File: config.mk
export PLATFORM = sky130hd
export DESIGN_NAME = pagebank_sel
export DESIGN_NICKNAME = d
export VERILOG_FILES = /design/src/rtl/pagebank_pkg.sv /design/src/rtl/pagebank_kind_chk.sv /design/src/rtl/pagebank_route.sv /design/src/rtl/pagebank_out_stage.sv /design/src/rtl/pagebank_sel.sv
export SDC_FILE = /design/constraint.sdc
export NUM_CORES = 1
export LEC_CHECK = 0
export BUFFER_PORTS_ARGS = -buffer_cell sky130_fd_sc_hd__buf_2
export CORE_AREA = 2 2 39 41
export CTS_CLUSTER_DIAMETER = 120
export DETAILED_ROUTE_END_ITERATION = 6
export DIE_AREA = 0 0 41 43
export HOLD_SLACK_MARGIN = 0.08
export PLACE_DENSITY = 0.72
export SLEW_MARGIN = 10
export SYNTH_ARGS = -nofsm -noshare
export SYNTH_HDL_FRONTEND = slang
export SYNTH_SLANG_ARGS = --single-unit
File: constraint.sdc
create_clock -name clk -period 1.4 [get_ports clk]
set_clock_uncertainty 0.15 [all_clocks]
set_input_delay 0.21 -clock clk [delete_from_list [all_inputs] [get_ports clk]]
set_output_delay 0.21 -clock clk [all_outputs]
set_load 0.02 [all_outputs]
File: src/rtl/pagebank_pkg.sv
package pagebank_pkg;

  typedef enum logic [1:0] {
    PG_PRIV    = 2'b00,
    PG_SHINSTR = 2'b01,
    PG_SHDATA  = 2'b10,
    PG_RSVD    = 2'b11
  } pg_class_e;

endpackage

File: src/rtl/pagebank_kind_chk.sv
module pagebank_kind_chk
  import pagebank_pkg::*;
(
  input  logic [1:0] cls,
  input  logic       ifetch,
  output logic       fault
);

  pg_class_e cls_e;

  always_comb begin
    cls_e = pg_class_e'(cls);
    unique case (cls_e)
      PG_PRIV:    fault = ifetch;
      PG_SHINSTR: fault = ~ifetch;
      PG_SHDATA:  fault = ifetch;
      default:    fault = 1'b1;
    endcase
  end

endmodule

File: src/rtl/pagebank_route.sv
module pagebank_route
  import pagebank_pkg::*;
#(
  parameter int GRID_DIM   = 4,
  parameter int REGION_DIM = 2,
  localparam int ROW_W  = $clog2(GRID_DIM),
  localparam int BANK_W = 2 * ROW_W,
  localparam int SUB_W  = $clog2(REGION_DIM)
) (
  input  logic [BANK_W-1:0] idx_bits,
  input  logic [BANK_W-1:0] tile,
  input  logic [1:0]        cls,
  output logic [BANK_W-1:0] bank
);

  logic [ROW_W-1:0]  tile_row, tile_col;
  logic [BANK_W-1:0] quad_bank;

  assign tile_row = tile[BANK_W-1:ROW_W];
  assign tile_col = tile[ROW_W-1:0];

  generate
    if (SUB_W == 0) begin : g_region_one
      assign quad_bank = tile;
    end else if (SUB_W >= ROW_W) begin : g_region_all
      assign quad_bank = {idx_bits[SUB_W +: ROW_W], idx_bits[0 +: ROW_W]};
    end else begin : g_region_sub
      assign quad_bank = {tile_row[ROW_W-1:SUB_W], idx_bits[SUB_W +: SUB_W],
                          tile_col[ROW_W-1:SUB_W], idx_bits[0 +: SUB_W]};
    end
  endgenerate

  always_comb begin
    unique case (pg_class_e'(cls))
      PG_PRIV:    bank = tile;
      PG_SHINSTR: bank = quad_bank;
      PG_SHDATA:  bank = idx_bits;
      default:    bank = '0;
    endcase
  end

endmodule

File: src/rtl/pagebank_out_stage.sv
module pagebank_out_stage #(
  parameter int BANK_W = 4
) (
  input  logic              clk,
  input  logic              rst_n,
  input  logic              in_vld,
  input  logic              in_fault,
  input  logic [BANK_W-1:0] in_bank,
  output logic              out_vld,
  output logic              out_fault,
  output logic [BANK_W-1:0] out_bank
);

  logic              vld_d, fault_d, bank_en;
  logic [BANK_W-1:0] bank_d;

  always_comb begin
    vld_d   = in_vld & ~in_fault;
    fault_d = in_vld & in_fault;
    bank_en = in_vld;
    bank_d  = in_fault ? '0 : in_bank;
  end

  always_ff @(posedge clk or negedge rst_n) begin
    if (!rst_n) begin
      out_vld   <= 1'b0;
      out_fault <= 1'b0;
    end else begin
      out_vld   <= vld_d;
      out_fault <= fault_d;
    end
  end

  always_ff @(posedge clk or negedge rst_n) begin
    if (!rst_n) begin
      out_bank <= '0;
    end else if (bank_en) begin
      out_bank <= bank_d;
    end
  end

endmodule

File: src/rtl/pagebank_sel.sv
module pagebank_sel #(
  parameter int ADDR_W     = 40,
  parameter int BLK_OFF_W  = 6,
  parameter int GRID_DIM   = 4,
  parameter int REGION_DIM = 2,
  localparam int BANK_W = 2 * $clog2(GRID_DIM)
) (
  input  logic              clk,
  input  logic              rst_n,
  input  logic              req_vld,
  input  logic [ADDR_W-1:0] req_addr,
  input  logic [BANK_W-1:0] req_tile,
  input  logic [1:0]        req_cls,
  input  logic              req_ifetch,
  output logic              lkup_vld,
  output logic [BANK_W-1:0] lkup_bank,
  output logic              lkup_fault
);

  logic              kind_fault;
  logic [BANK_W-1:0] sel_bank;

  pagebank_kind_chk kind_i (
    .cls    (req_cls),
    .ifetch (req_ifetch),
    .fault  (kind_fault)
  );

  pagebank_route #(
    .GRID_DIM   (GRID_DIM),
    .REGION_DIM (REGION_DIM)
  ) route_i (
    .idx_bits (req_addr[BLK_OFF_W +: BANK_W]),
    .tile     (req_tile),
    .cls      (req_cls),
    .bank     (sel_bank)
  );

  pagebank_out_stage #(
    .BANK_W (BANK_W)
  ) out_i (
    .clk       (clk),
    .rst_n     (rst_n),
    .in_vld    (req_vld),
    .in_fault  (kind_fault),
    .in_bank   (sel_bank),
    .out_vld   (lkup_vld),
    .out_fault (lkup_fault),
    .out_bank  (lkup_bank)
  );

endmodule

-- After elaboration in Yosys (flattened, before gate mapping)
Cells that the tools add are included.
Widths: inputs -> output; s select.
- equality and inequality tests: 2
- muxes and demuxes: 3
- bitwise operators: 4
- reductions and logical operators: 2
- operator list (operator ; number):
    $pmux 4 s3 ; 1
    $mux 4 ; 1
    $and 1x1->1 ; 2
    $eq 2x1->1 const B ; 1
    $eq 2x2->1 const B ; 1
    $logic_not 2->1 ; 1
    $not 1->1 ; 2
    $pmux 1 s2 ; 1
    $reduce_or 2->1 ; 1
- register bits after elaboration: 6
- word-level logic and storage cells: 14

-- Depth between registers and ports, before layout
Gate-level depths: netlist of run 1.
- depth in word-level cells: 5
- mapped depth: 3

-- Hierarchy
A second synthesis of run 1 with hierarchy kept.
- cell total of the unflattened synthesis: 29
- area total of the unflattened synthesis: 310.3 µm²
- by module, submodules not included (module ; instances ; cells each ; area an instance (µm²) ; sequential area each (µm²)):
    pagebank_out_stage ; 1 ; 17 ; 221.5 ; 150.1
    pagebank_route ; 1 ; 9 ; 73.8 ; 0.0
    pagebank_kind_chk ; 1 ; 3 ; 15.0 ; 0.0

-- Worst setup path after synthesis of run 1
No wires, ideal clock.
- kind: input-to-reg
- from: in req_cls[0]
- to: reg out_i.out_bank[0]
- setup time: 130 ps
- arrival: 667 ps
- required time: 1120 ps
- setup slack: 453 ps
- stages: 3
- path buffers: 0
- cell sequence: and3b_2 o21ai_4 o22ai_1
- cells in the longest elaborated chain, start to end: 4
- elaborated cells between the ends (all ways): 7
- classes of those cells: 2 x eq/ne; 3 x mux; 2 x reduce/logical
- RTL lines (element ; line ; source):
    start: declaration ; pagebank_sel.sv:13 ; input logic [1:0] req_cls,
    $eq 2x2->1 or $logic_not 2->1 (tied branches) ; pagebank_kind_chk.sv:13, pagebank_route.sv:34 ;
    $reduce_or 2->1 (no source line) ; -- ;
    $pmux 1 s2 ; pagebank_kind_chk.sv:13 ; unique case (cls_e)
    $mux 4 (*) ; pagebank_out_stage.sv:21 ; bank_d = in_fault ? '0 : in_bank;
    end signal: assignment ; pagebank_out_stage.sv:38 ; out_bank <= bank_d;
    end: declaration ; pagebank_out_stage.sv:11 ; output logic [BANK_W-1:0] out_bank
Mark *: on every way between the ends. The rest lies on a longest branch, timed or not.
A chain may end at the register's enable or synchronous reset.

-- Worst setup path in the final report of run 1
- from: reg out_i.out_bank[1]
- to: out lkup_bank[1]
- RTL lines (element ; line ; source):
    end: declaration ; pagebank_sel.sv:16 ; output logic [BANK_W-1:0] lkup_bank,
No word-level cell between the ends.

==> results of run 1 <==
-- worst max-delay path by stage --
stage	end	cells past startpoint	slack, ns
floorplan	out_i.out_bank[0]	3	0.45
global placement	out_i.out_bank[0]	4	0.27
detailed placement	out_i.out_bank[2]	4	0.25
CTS	lkup_bank[3]	1	0.26
global route	lkup_bank[1]	1	0.25
finish	lkup_bank[1]	1	0.27
-- layout make-up --
class | instances | area (µm²) | area share, %
well taps | 16 | 20.0 | 4.44
inverters | 5 | 18.8 | 4.17
repair buffers | 20 | 105 | 23.3
clock buffers | 3 | 22.5 | 5.00
flip-flops and latches | 6 | 150 | 33.3
multi-input cells | 18 | 134 | 29.7
-- per-stage QoR --
step	setup WS (ns)	power, W	util, %	hold WS (ns)	cell area, µm²
6_report	0.271	0.000435	32.5	0.0860	450
5_1_grt	0.245	0.000461	32.5	0.109	450
4_1_cts	0.260	0.000446	32.5	0.0820	450
3_5_place_dp	0.246	0.000284	30.2	-0.112	418
3_3_place_gp	0.271	0.000281	30.2	-0.118	418
2_1_floorplan	0.453	0.000241	-	-0.236	303
-- registers in the layout (all words and copies together) (netlist names) --
signal / flops
out_i.out_bank: 4
out_i.out_fault: 1
out_i.out_vld: 1
-- per-layer routing --
layer | GRT usage, % | wire length [µm]
met1 | 9.09 | 250
met2 | 10.6 | 290
met3 | 0 | 69
met4 | 12.0 | 0
met5 | 0 | 0
-- synthesized netlist by cell type --
| master | number | area (µm²) |
|---|---|---|
| nor2_1 | 2 | 7.51 |
| nor2b_1 | 1 | 6.26 |
| and3b_2 | 1 | 10.0 |
| nor3b_1 | 1 | 7.51 |
| o21ai_4 | 1 | 16.3 |
| a21oi_1 | 2 | 10.0 |
| a2bb2oi_1 | 1 | 8.76 |
| inv_1 | 5 | 18.8 |
| and2b_1 | 3 | 22.5 |
| mux2i_1 | 2 | 20.0 |
| dfrtp_1 | 6 | 150 |
| o22ai_1 | 4 | 25.0 |
-- kinds of logic (layout without fill, tap and decap cells) --
family | Yosys count | after routing | synth area share [%]
muxes | 2 | 2 | 6.61
buffers and inverters | 5 | 28 | 6.20
and+or+nand+nor | 8 | 8 | 17.8
AOI/OAI and AO/OA | 8 | 8 | 19.8
DFF | 6 | 6 | 49.6
-- power groups by stage --
stage	registers [W]	clock network [W]	logic [W]
floorplan	0.000209	0	0.0000318
global placement	0.000192	0	0.0000889
detailed placement	0.000193	0	0.0000907
CTS	0.000190	0.000163	0.0000930
global route	0.000191	0.000167	0.000103
finish	0.000190	0.000154	0.0000913
==> key figures, run 1 <==
Worst setup path
  • Critical Path Start Type: flip-flop
  • Worst-case reg-to-reg path depth: 2
  • Crit-path leading delay family: flip-flops
  • Slowest CP cell: dfrtp_1
  • Crit path arrival time: 0.77 ns
  • CP required: 1.04 ns
  • WP buf/inv: 1
  • Worst-path maximum fanout: 2
  • Setup slack, reg-to-reg: 0.64 ns
  • Class of the most critical setup path: flip-flop to output port
  • Critical-path cell list: buf_2
  • Max incr delay on CP: 0.37 ns
  • Crit. End Element: output port
  • Crit path from: out_i.out_bank[1]
  • Reg2reg end: out_i.out_bank[2]
  • Reg2reg start: out_i.out_bank[2]

Power and ir drop
  • Power share of the combinational group: 21.0%
  • Switching pwr: 0.000110 W
  • Clk pwr share: 35.4%
  • Cell Pwr Density: 966 nW/µm²
  • Flop pwr share: 43.7%
  • P_int: 0.000325 W
  • Leakage power: 0.247 nW
  • Peak supply drop: 0.221 mV
  • Switching Fraction: 25.4%

Clock network
  • Root buffer cell: clkbuf_4
  • Clock slew at reported path FFs: 0.04 ns
  • CTS Buf Count: 3
  • CTS Sinks: 6
  • Longest Clk Path Bufs: 2
  • CTS Hold Buffers Added: 1
  • CTS tree: yes
  • Post-CTS sizing: 0
  • Htree depth: 1
  • Post-CTS Setup Bufs: 0
  • Clock latency on the worst-skew pair: 0.24 ns

Min path
  • Hold crit path type: input port to flip-flop
  • Worst hold path startpoint: req_addr[9]
  • Hold Path End: out_i.out_bank[3]
  • Hold Path Cell Cnt: 3

Route
  • Via count: 274
  • # DRC: 0
  • Routed wire length: 610 µm
  • DRT iter0 DRCs: 3
  • Post-DR vias/cell: 4.03
  • Final ANT Viol Nets: 0
  • Drt pass-1 iters: 2
  • DR WL/cell: 8.97 µm

Place
  • I/O Buffers: 19
  • Post-Place Cells: 64
  • Final GP Congestion: 0.599
  • Post-DP HPWL: 521 µm

Cells and area
  • Nets: 104
  • Synth-to-layout area growth: 48.8%
  • Fin cells: 68
  • Share of cells above drive strength 1: 46.2%
  • Commonest cells after routing, fill and taps aside: buf_2, dfrtp_1, inv_1
  • # fillers: 163
  • N_diodes: 0
  • Most common cell after layout, fill and taps aside: buf_2

Synth
  • Sequential area share after synthesis: 49.6%
  • Distinct cells, synth: 12
  • Average size of a mapped cell: 10.4 µm²
  • Register bit total from synthesis: 6
  • Post-Syn Area: 303 µm²
  • Yosys warns: 0
  • Cell count after synthesis: 29
  • Syn_nets: 79

Floorplanning
  • Core area: 1380 µm²
  • Die Y: 43 µm
  • Initial Utilization: 21.9%
  • Die area: 1760 µm²
  • Io pins: 56
  • # rows: 14
  • Die Wd: 41 µm

Timing
  • RSZ-0062 raised after global routing: no
  • Max-slew headroom: 83.6%
  • Tcrit/Tclk final: 80.6%
  • Setup TNS: 0 ns
  • Fin crit period: 1.13 ns
  • Final Hold Viols: 0
  • Setup Viol. Count Final: 0
  • Slew of the pin with the lowest slew margin: 0.245 ns
  • FMAX: 886 MHz
  • Max Slew Vio Count: 0

GRT
  • Initial antenna violation count: 0
  • Vias in the first global route: 253
  • First-pass GRT wire length: 890 µm
  • Gr ovfl total: 0
  • Overall Global Routing Usage: 8.06%
  • Largest net degree at the start of global routing: 8

Run status
  • Status: finished, final reports clean

Job
  • MaxCap Viol Count: 0
Power figures use the tool's default switching activity.
==> inputs of run 2 (changes only) <==
--- a/config.mk
+++ b/config.mk
@@ -5,11 +5,11 @@
 export SDC_FILE = /design/constraint.sdc
 export NUM_CORES = 1
 export LEC_CHECK = 0
+export ABC_AREA = 1
 export BUFFER_PORTS_ARGS = -buffer_cell sky130_fd_sc_hd__buf_2
-export CORE_AREA = 2 2 39 41
+export CORE_UTILIZATION = 22
 export CTS_CLUSTER_DIAMETER = 120
 export DETAILED_ROUTE_END_ITERATION = 6
-export DIE_AREA = 0 0 41 43
 export HOLD_SLACK_MARGIN = 0.08
 export PLACE_DENSITY = 0.72
 export SLEW_MARGIN = 10
==> constraint.sdc (replaced) <==
create_clock -name clk -period 0.9 [get_ports clk]
set_clock_uncertainty 0.15 [all_clocks]
set_input_delay 0.135 -clock clk [delete_from_list [all_inputs] [get_ports clk]]
set_output_delay 0.135 -clock clk [all_outputs]
set_load 0.02 [all_outputs]
==> run 2 against run 1 <==
- the run now ends with negative setup slack left
- routed wire length is 5.9% higher
- clock power is 53% higher
- sequential power is 57% higher
- global-route usage is 3.4 points higher
- sequential share of layout area is 5.7 points lower
- synthesized cell count is 41% higher
- die area is 11% lower
- utilization is 9.3 points higher
- final cell count is 25% higher
- sequential cell count stayed put
==> key figures, run 2 <==
Synth
  • Dominant synthesized flop cell: dfrtp_1
  • Synth async-reset ratio: 100%
  • Sequential area share after synthesis: 48.4%
  • Cell count after synthesis: 41
  • Average size of a mapped cell: 7.57 µm²
  • Post-Syn Area: 310 µm²
  • Post-synth top area cell: dfrtp_1
  • Distinct cells, synth: 10
  • Top post-synthesis cells by area: dfrtp_1, nand2_1, nand3_1
  • Most common cell in the netlist: nand2_1
  • Commonest cells post-synth: nand2_1, dfrtp_1, nand3_1
  • Yosys warns: 0
  • Register bit total from synthesis: 6
  • Number of enable flip-flop cells after synthesis: 0
  • Syn_nets: 91
  • Yosys top cell area share: 48.4%

GRT
  • Initial antenna violation count: 0
  • Gr ovfl total: 0
  • Met2 usage: 17.6%
  • Largest net degree at the start of global routing: 7
  • Met1 Use GR: 12.5%
  • First-pass GRT wire length: 1120 µm
  • Overall Global Routing Usage: 11.5%
  • GR peak layer: met2
  • Grt met3 use: 0%
  • Vias in the first global route: 322

Floorplanning
  • Die Y: 39.6 µm
  • Die Wd: 39.6 µm
  • Io pins: 56
  • Die area: 1560 µm²
  • Core area: 1300 µm²
  • Initial Utilization: 23.8%
  • # rows: 13

Clock network
  • CTS tree: yes
  • Clock latency on the worst-skew pair: 0.24 ns
  • CTS Sinks: 6
  • CTS Hold Buffers Added: 1
  • Htree depth: 1
  • CTS Buf Count: 3
  • Root buffer cell: clkbuf_4
  • Longest Clk Path Bufs: 2
  • Clock slew at reported path FFs: 0.04 ns

Worst setup path
  • Reg2reg end: out_i.out_bank[3]
  • Class of the most critical setup path: flip-flop to output port
  • CP required: 0.61 ns
  • Crit-path leading delay family: flip-flops
  • Critical Path Start Type: flip-flop
  • Crit path arrival time: 0.75 ns
  • Setup slack, reg-to-reg: 0.03 ns
  • Worst-case reg-to-reg path depth: 3
  • Slowest CP cell: dfrtp_1
  • Crit path from: out_i.out_bank[3]
  • Worst-path maximum fanout: 2
  • Max incr delay on CP: 0.38 ns
  • Crit. End Element: output port
  • WP buf/inv: 1
  • Critical-path cell list: buf_6
  • Reg2reg start: out_i.out_bank[3]

Timing
  • Max Slew Vio Count: 0
  • Max-slew headroom: 83.5%
  • Hold WS: 0.0524 ns
  • Slew of the pin with the lowest slew margin: 0.247 ns
  • Tcrit/Tclk final: 115%
  • Setup Viol. Count Final: 6
  • FMAX: 964 MHz
  • Setup TNS: -0.759 ns
  • RSZ-0062 raised after global routing: yes
  • Final WS setup: -0.137 ns
  • Final Hold Viols: 0
  • Fin crit period: 1.04 ns

Run status
  • Failing checks: negative setup slack
  • Status: finished with violations

Place
  • I/O Buffers: 19
  • Post-DP HPWL: 537 µm
  • Post-Place Cells: 77
  • Final GP Congestion: 0.692

Cells and area
  • # fillers: 139
  • Largest regs: out_i.out_bank x4, out_i.out_fault x1, out_i.out_vld x1
  • Most common cell after layout, fill and taps aside: nand2_1
  • Fin cells: 85
  • Synth-to-layout area growth: 75.4%
  • Nets: 122
  • Share of cells above drive strength 1: 50.0%
  • N_diodes: 0
  • Commonest cells after routing, fill and taps aside: nand2_1, buf_2, dfrtp_1, buf_6, buf_4
  • Top reg by flops: out_i.out_bank
  • Largest register FFs: 4

Power and ir drop
  • Cell Pwr Density: 1320 nW/µm²
  • Pwr Total: 0.000720 W
  • Leakage power: 0.318 nW
  • Peak supply drop: 0.388 mV

Route
  • Drt pass-1 iters: 4
  • Routed wire length: 646 µm
  • DRT iter0 DRCs: 7
  • Via count: 340
  • # DRC: 0
  • Final ANT Viol Nets: 0
  • Post-DR vias/cell: 4.00
  • DR WL/cell: 7.60 µm

Min path
  • Hold Path End: out_i.out_bank[3]
  • Hold Path Cell Cnt: 5
  • Worst hold path startpoint: req_tile[3]
  • Hold crit path type: input port to flip-flop

Job
  • MaxCap Viol Count: 0
==> run 2: changes by cell type after synthesis, moves of 2 or more <==
| cell | change |
|---|---|
| nand2_1 | +20 |
| nand3_1 | +5 |
| o22ai_1 | -4 |
| and2b_1 | -3 |
| inv_1 | -3 |
| a21oi_1 | -2 |
| inv_2 | +2 |
| mux2i_1 | -2 |
==> run 2: worst max path at each step <==
stage	end	slack [ns]	cells after the start
after detailed placement	out_i.out_bank[1]	-0.06	6
after floorplan	out_i.out_bank[2]	0.07	2
after CTS	lkup_bank[0]	-0.15	1
after global routing	lkup_bank[3]	-0.17	1
final	lkup_bank[3]	-0.14	1
after global placement	out_i.out_bank[3]	-0.05	6
==> run 2: final cells by class <==
class	count	area [µm²]	area share, %
clock buffers	3	22.5	4.14
inverters	4	15.0	2.76
multi-input cells	31	150	27.6
flip-flops and latches	6	150	27.6
well taps	15	18.8	3.45
repair buffers	26	188	34.5
==> run 2: metrics by stage <==
step / util (%) / cell area [µm²] / worst slack, ns
after floorplan: - / 310 / 0.0703
after global placement: 33.8 / 439 / -0.0454
after detailed placement: 33.8 / 439 / -0.0634
after CTS: 41.4 / 539 / -0.150
after global routing: 41.8 / 544 / -0.166
final: 41.8 / 544 / -0.137
==> run 2: logic make-up after synthesis <==
| family | synth area share [%] |
|---|---|
| AO/OA/AOI/OAI | 6.85 |
| flip-flops | 48.4 |
| AND/OR/NAND/NOR | 39.9 |
| buffers and inverters | 4.84 |
==> run 2: timing repair <==
item                                    CTS  global route
pin swaps                                 0             4
hold endpoints to repair                 12             1
setup buffers                             4             2
cloned                                    0             0
gates resized for setup                  12             2
endpoints found under the setup margin    6             9
==> run 2: worst register-to-register path: cells and delay by family, from the launching register on <==
| family | cells | cell delay [ns] |
|---|---|---|
| buf+inv | 1 | 0.14 |
| flops | 1 | 0.38 |
| simple gates | 2 | 0.09 |
==> run 2: metal layers <==
layer / up-vias / part of all wire (%)
met5: - / 0
met4: 0 / 2.9
met3: 2 / 8.8
met2: 20 / 43
met1: 133 / 45
li1: 185 / -
==> run 2: power by group <==
part / internal, W / leakage, nW / switching [W]
sequential: 0.000289 / 0.0797 / 0.0000103
combinational: 0.0000970 / 0.224 / 0.0000890
clock: 0.000150 / 0.0138 / 0.0000846
total: 0.000536 / 0.318 / 0.000184
==> inputs of run 3 (changes only) <==
==> constraint.sdc (replaced) <==
create_clock -name clk -period 0.83 [get_ports clk]
set_clock_uncertainty 0.15 [all_clocks]
set_input_delay 0.1245 -clock clk [delete_from_list [all_inputs] [get_ports clk]]
set_output_delay 0.1245 -clock clk [all_outputs]
set_load 0.02 [all_outputs]
==> run 3 against run 2 <==
- register-to-register slack worse by 0.16 ns
- via count up 1.8%
- highest routed layer unchanged
- the flow still finishes with violations (negative setup slack)
- count of clock-buffer cells in the layout unchanged
==> key figures, run 3 (synthesized netlist as in run 2, its figures left out) <==
GRT
  • First-pass GRT wire length: 1120 µm
  • Overall Global Routing Usage: 11.5%
  • Largest net degree at the start of global routing: 7
  • Gr ovfl total: 0
  • Vias in the first global route: 322
  • Initial antenna violation count: 0

Worst setup path
  • Class of the most critical setup path: flip-flop to output port
  • Setup slack, reg-to-reg: -0.13 ns
  • CP required: 0.56 ns
  • Critical Path Start Type: flip-flop
  • Critical-path cell list: buf_6
  • WP buf/inv: 1
  • Crit path arrival time: 0.75 ns
  • Max incr delay on CP: 0.38 ns
  • Crit-path leading delay family: flip-flops
  • Crit. End Element: output port
  • Slowest CP cell: dfrtp_1
  • Worst-path maximum fanout: 2

Power and ir drop
  • Cell Pwr Density: 1410 nW/µm²
  • P_int: 0.000588 W
  • Peak supply drop: 0.429 mV
  • Leakage power: 0.324 nW
  • Power share of the combinational group: 26.7%
  • Clk pwr share: 32.2%
  • Flop pwr share: 41.1%
  • Switching Fraction: 25.6%
  • Switching pwr: 0.000202 W

Route
  • DRT iter0 DRCs: 8
  • Via count: 346
  • Post-DR vias/cell: 4.02
  • # DRC: 0
  • DR WL/cell: 7.81 µm
  • Drt pass-1 iters: 4
  • Final ANT Viol Nets: 0
  • Routed wire length: 672 µm

Timing
  • FMAX: 973 MHz
  • Max-slew headroom: 82.1%
  • Final Hold Viols: 0
  • Final WS setup: -0.197 ns
  • Slew of the pin with the lowest slew margin: 0.268 ns
  • Setup Viol. Count Final: 10
  • Max Slew Vio Count: 0
  • Setup TNS: -1.38 ns
  • Tcrit/Tclk final: 124%
  • RSZ-0062 raised after global routing: yes
  • Fin crit period: 1.03 ns

Place
  • I/O Buffers: 19
  • Placed cell areas: 439 µm²
  • Post-DP HPWL: 537 µm
  • Final GP Congestion: 0.692
  • Post-Place Cells: 77
  • Pre-CTS WS: -0.123 ns

Cells and area
  • # fillers: 140
  • Largest register FFs: 4
  • Most common cell after layout, fill and taps aside: nand2_1
  • Post-layout utilization of the core: 42.9%
  • Cell area after layout: 558 µm²
  • Share of cells above drive strength 1: 52.1%
  • Largest regs: out_i.out_bank x4, out_i.out_fault x1, out_i.out_vld x1
  • Nets: 123
  • Synth-to-layout area growth: 79.8%
  • Top reg by flops: out_i.out_bank
  • Fin cells: 86
  • N_diodes: 0
  • Commonest cells after routing, fill and taps aside: nand2_1, buf_2, buf_6

Clock network
  • CTS Buf Count: 3
  • Root buffer cell: clkbuf_4
  • Longest Clk Path Bufs: 2
  • Clock slew at reported path FFs: 0.04 ns
  • CTS Hold Buffers Added: 1
  • Htree depth: 1
  • CTS Sinks: 6
  • CTS tree: yes
  • Clock latency on the worst-skew pair: 0.24 ns

Floorplanning
  • # rows: 13
  • Die Y: 39.6 µm
  • Core area: 1300 µm²
  • Die area: 1560 µm²
  • Io pins: 56
  • Initial Utilization: 23.8%
  • Die Wd: 39.6 µm

Min path
  • Hold crit path type: input port to flip-flop

Run status
  • Failing checks: negative setup slack
  • Status: finished with violations

Job
  • MaxCap Viol Count: 0
run 3: cell count changes in the layout (fill, tap and decap cells not counted), sizes merged:
cell  previous run  this run
buf             25        26
run 3: path summary, 6_finish.rpt:
check                             startpoint                 to  cells after the start
max                        out_i.out_bank[3]       lkup_bank[3]                      1
max in group asynchronous              rst_n  out_i.out_bank[0]                      2
min reg2reg                out_i.out_bank[0]  out_i.out_bank[0]                      3
min in group asynchronous              rst_n  out_i.out_bank[2]                      2
min                              req_tile[1]  out_i.out_bank[1]                      5
max reg2reg                out_i.out_bank[2]  out_i.out_bank[2]                      4
run 3: final cells by class:
class	count	area [µm²]	area share [%]
Inverter	4	15.0	2.69
Clock buffer	3	22.5	4.04
Multi-Input combinational cell	31	153	27.4
Timing Repair Buffer	27	199	35.7
Sequential cell	6	150	26.9
Tap cell	15	18.8	3.36
run 3: timing repair:
| action | CTS | global route |
|---|---|---|
| endpoints found under the setup margin | 6 | 10 |
| pin swaps | 3 | 2 |
| endpoints found under the hold margin | 12 | 1 |
| setup buffers | 4 | 2 |
| gates resized for setup | 12 | 4 |
run 3: per-stage QoR:
step	power [W]	hold slack [ns]
2_1_floorplan	0.000403	-0.321
5_1_grt	0.000854	0.0516
3_5_place_dp	0.000480	-0.201
3_3_place_gp	0.000477	-0.204
4_1_cts	0.000794	0.0334
6_report	0.000789	0.0406
run 3: routing by layer:
layer  wire [µm]  vias up  GRT usage [%]
met1         287      137           12.5
met4          19        0           15.5
met2         306       20           17.6
met3          57        2              0
li1            -      187              -
met5           0        -              0
run 3: power groups by stage:
stage	Combinational, W	Sequential [W]	Clock [W]
after floorplan	0.0000529	0.000350	0
after global placement	0.000152	0.000325	0
after detailed placement	0.000154	0.000326	0
after CTS	0.000201	0.000325	0.000269
after global routing	0.000236	0.000325	0.000293
final	0.000211	0.000325	0.000254
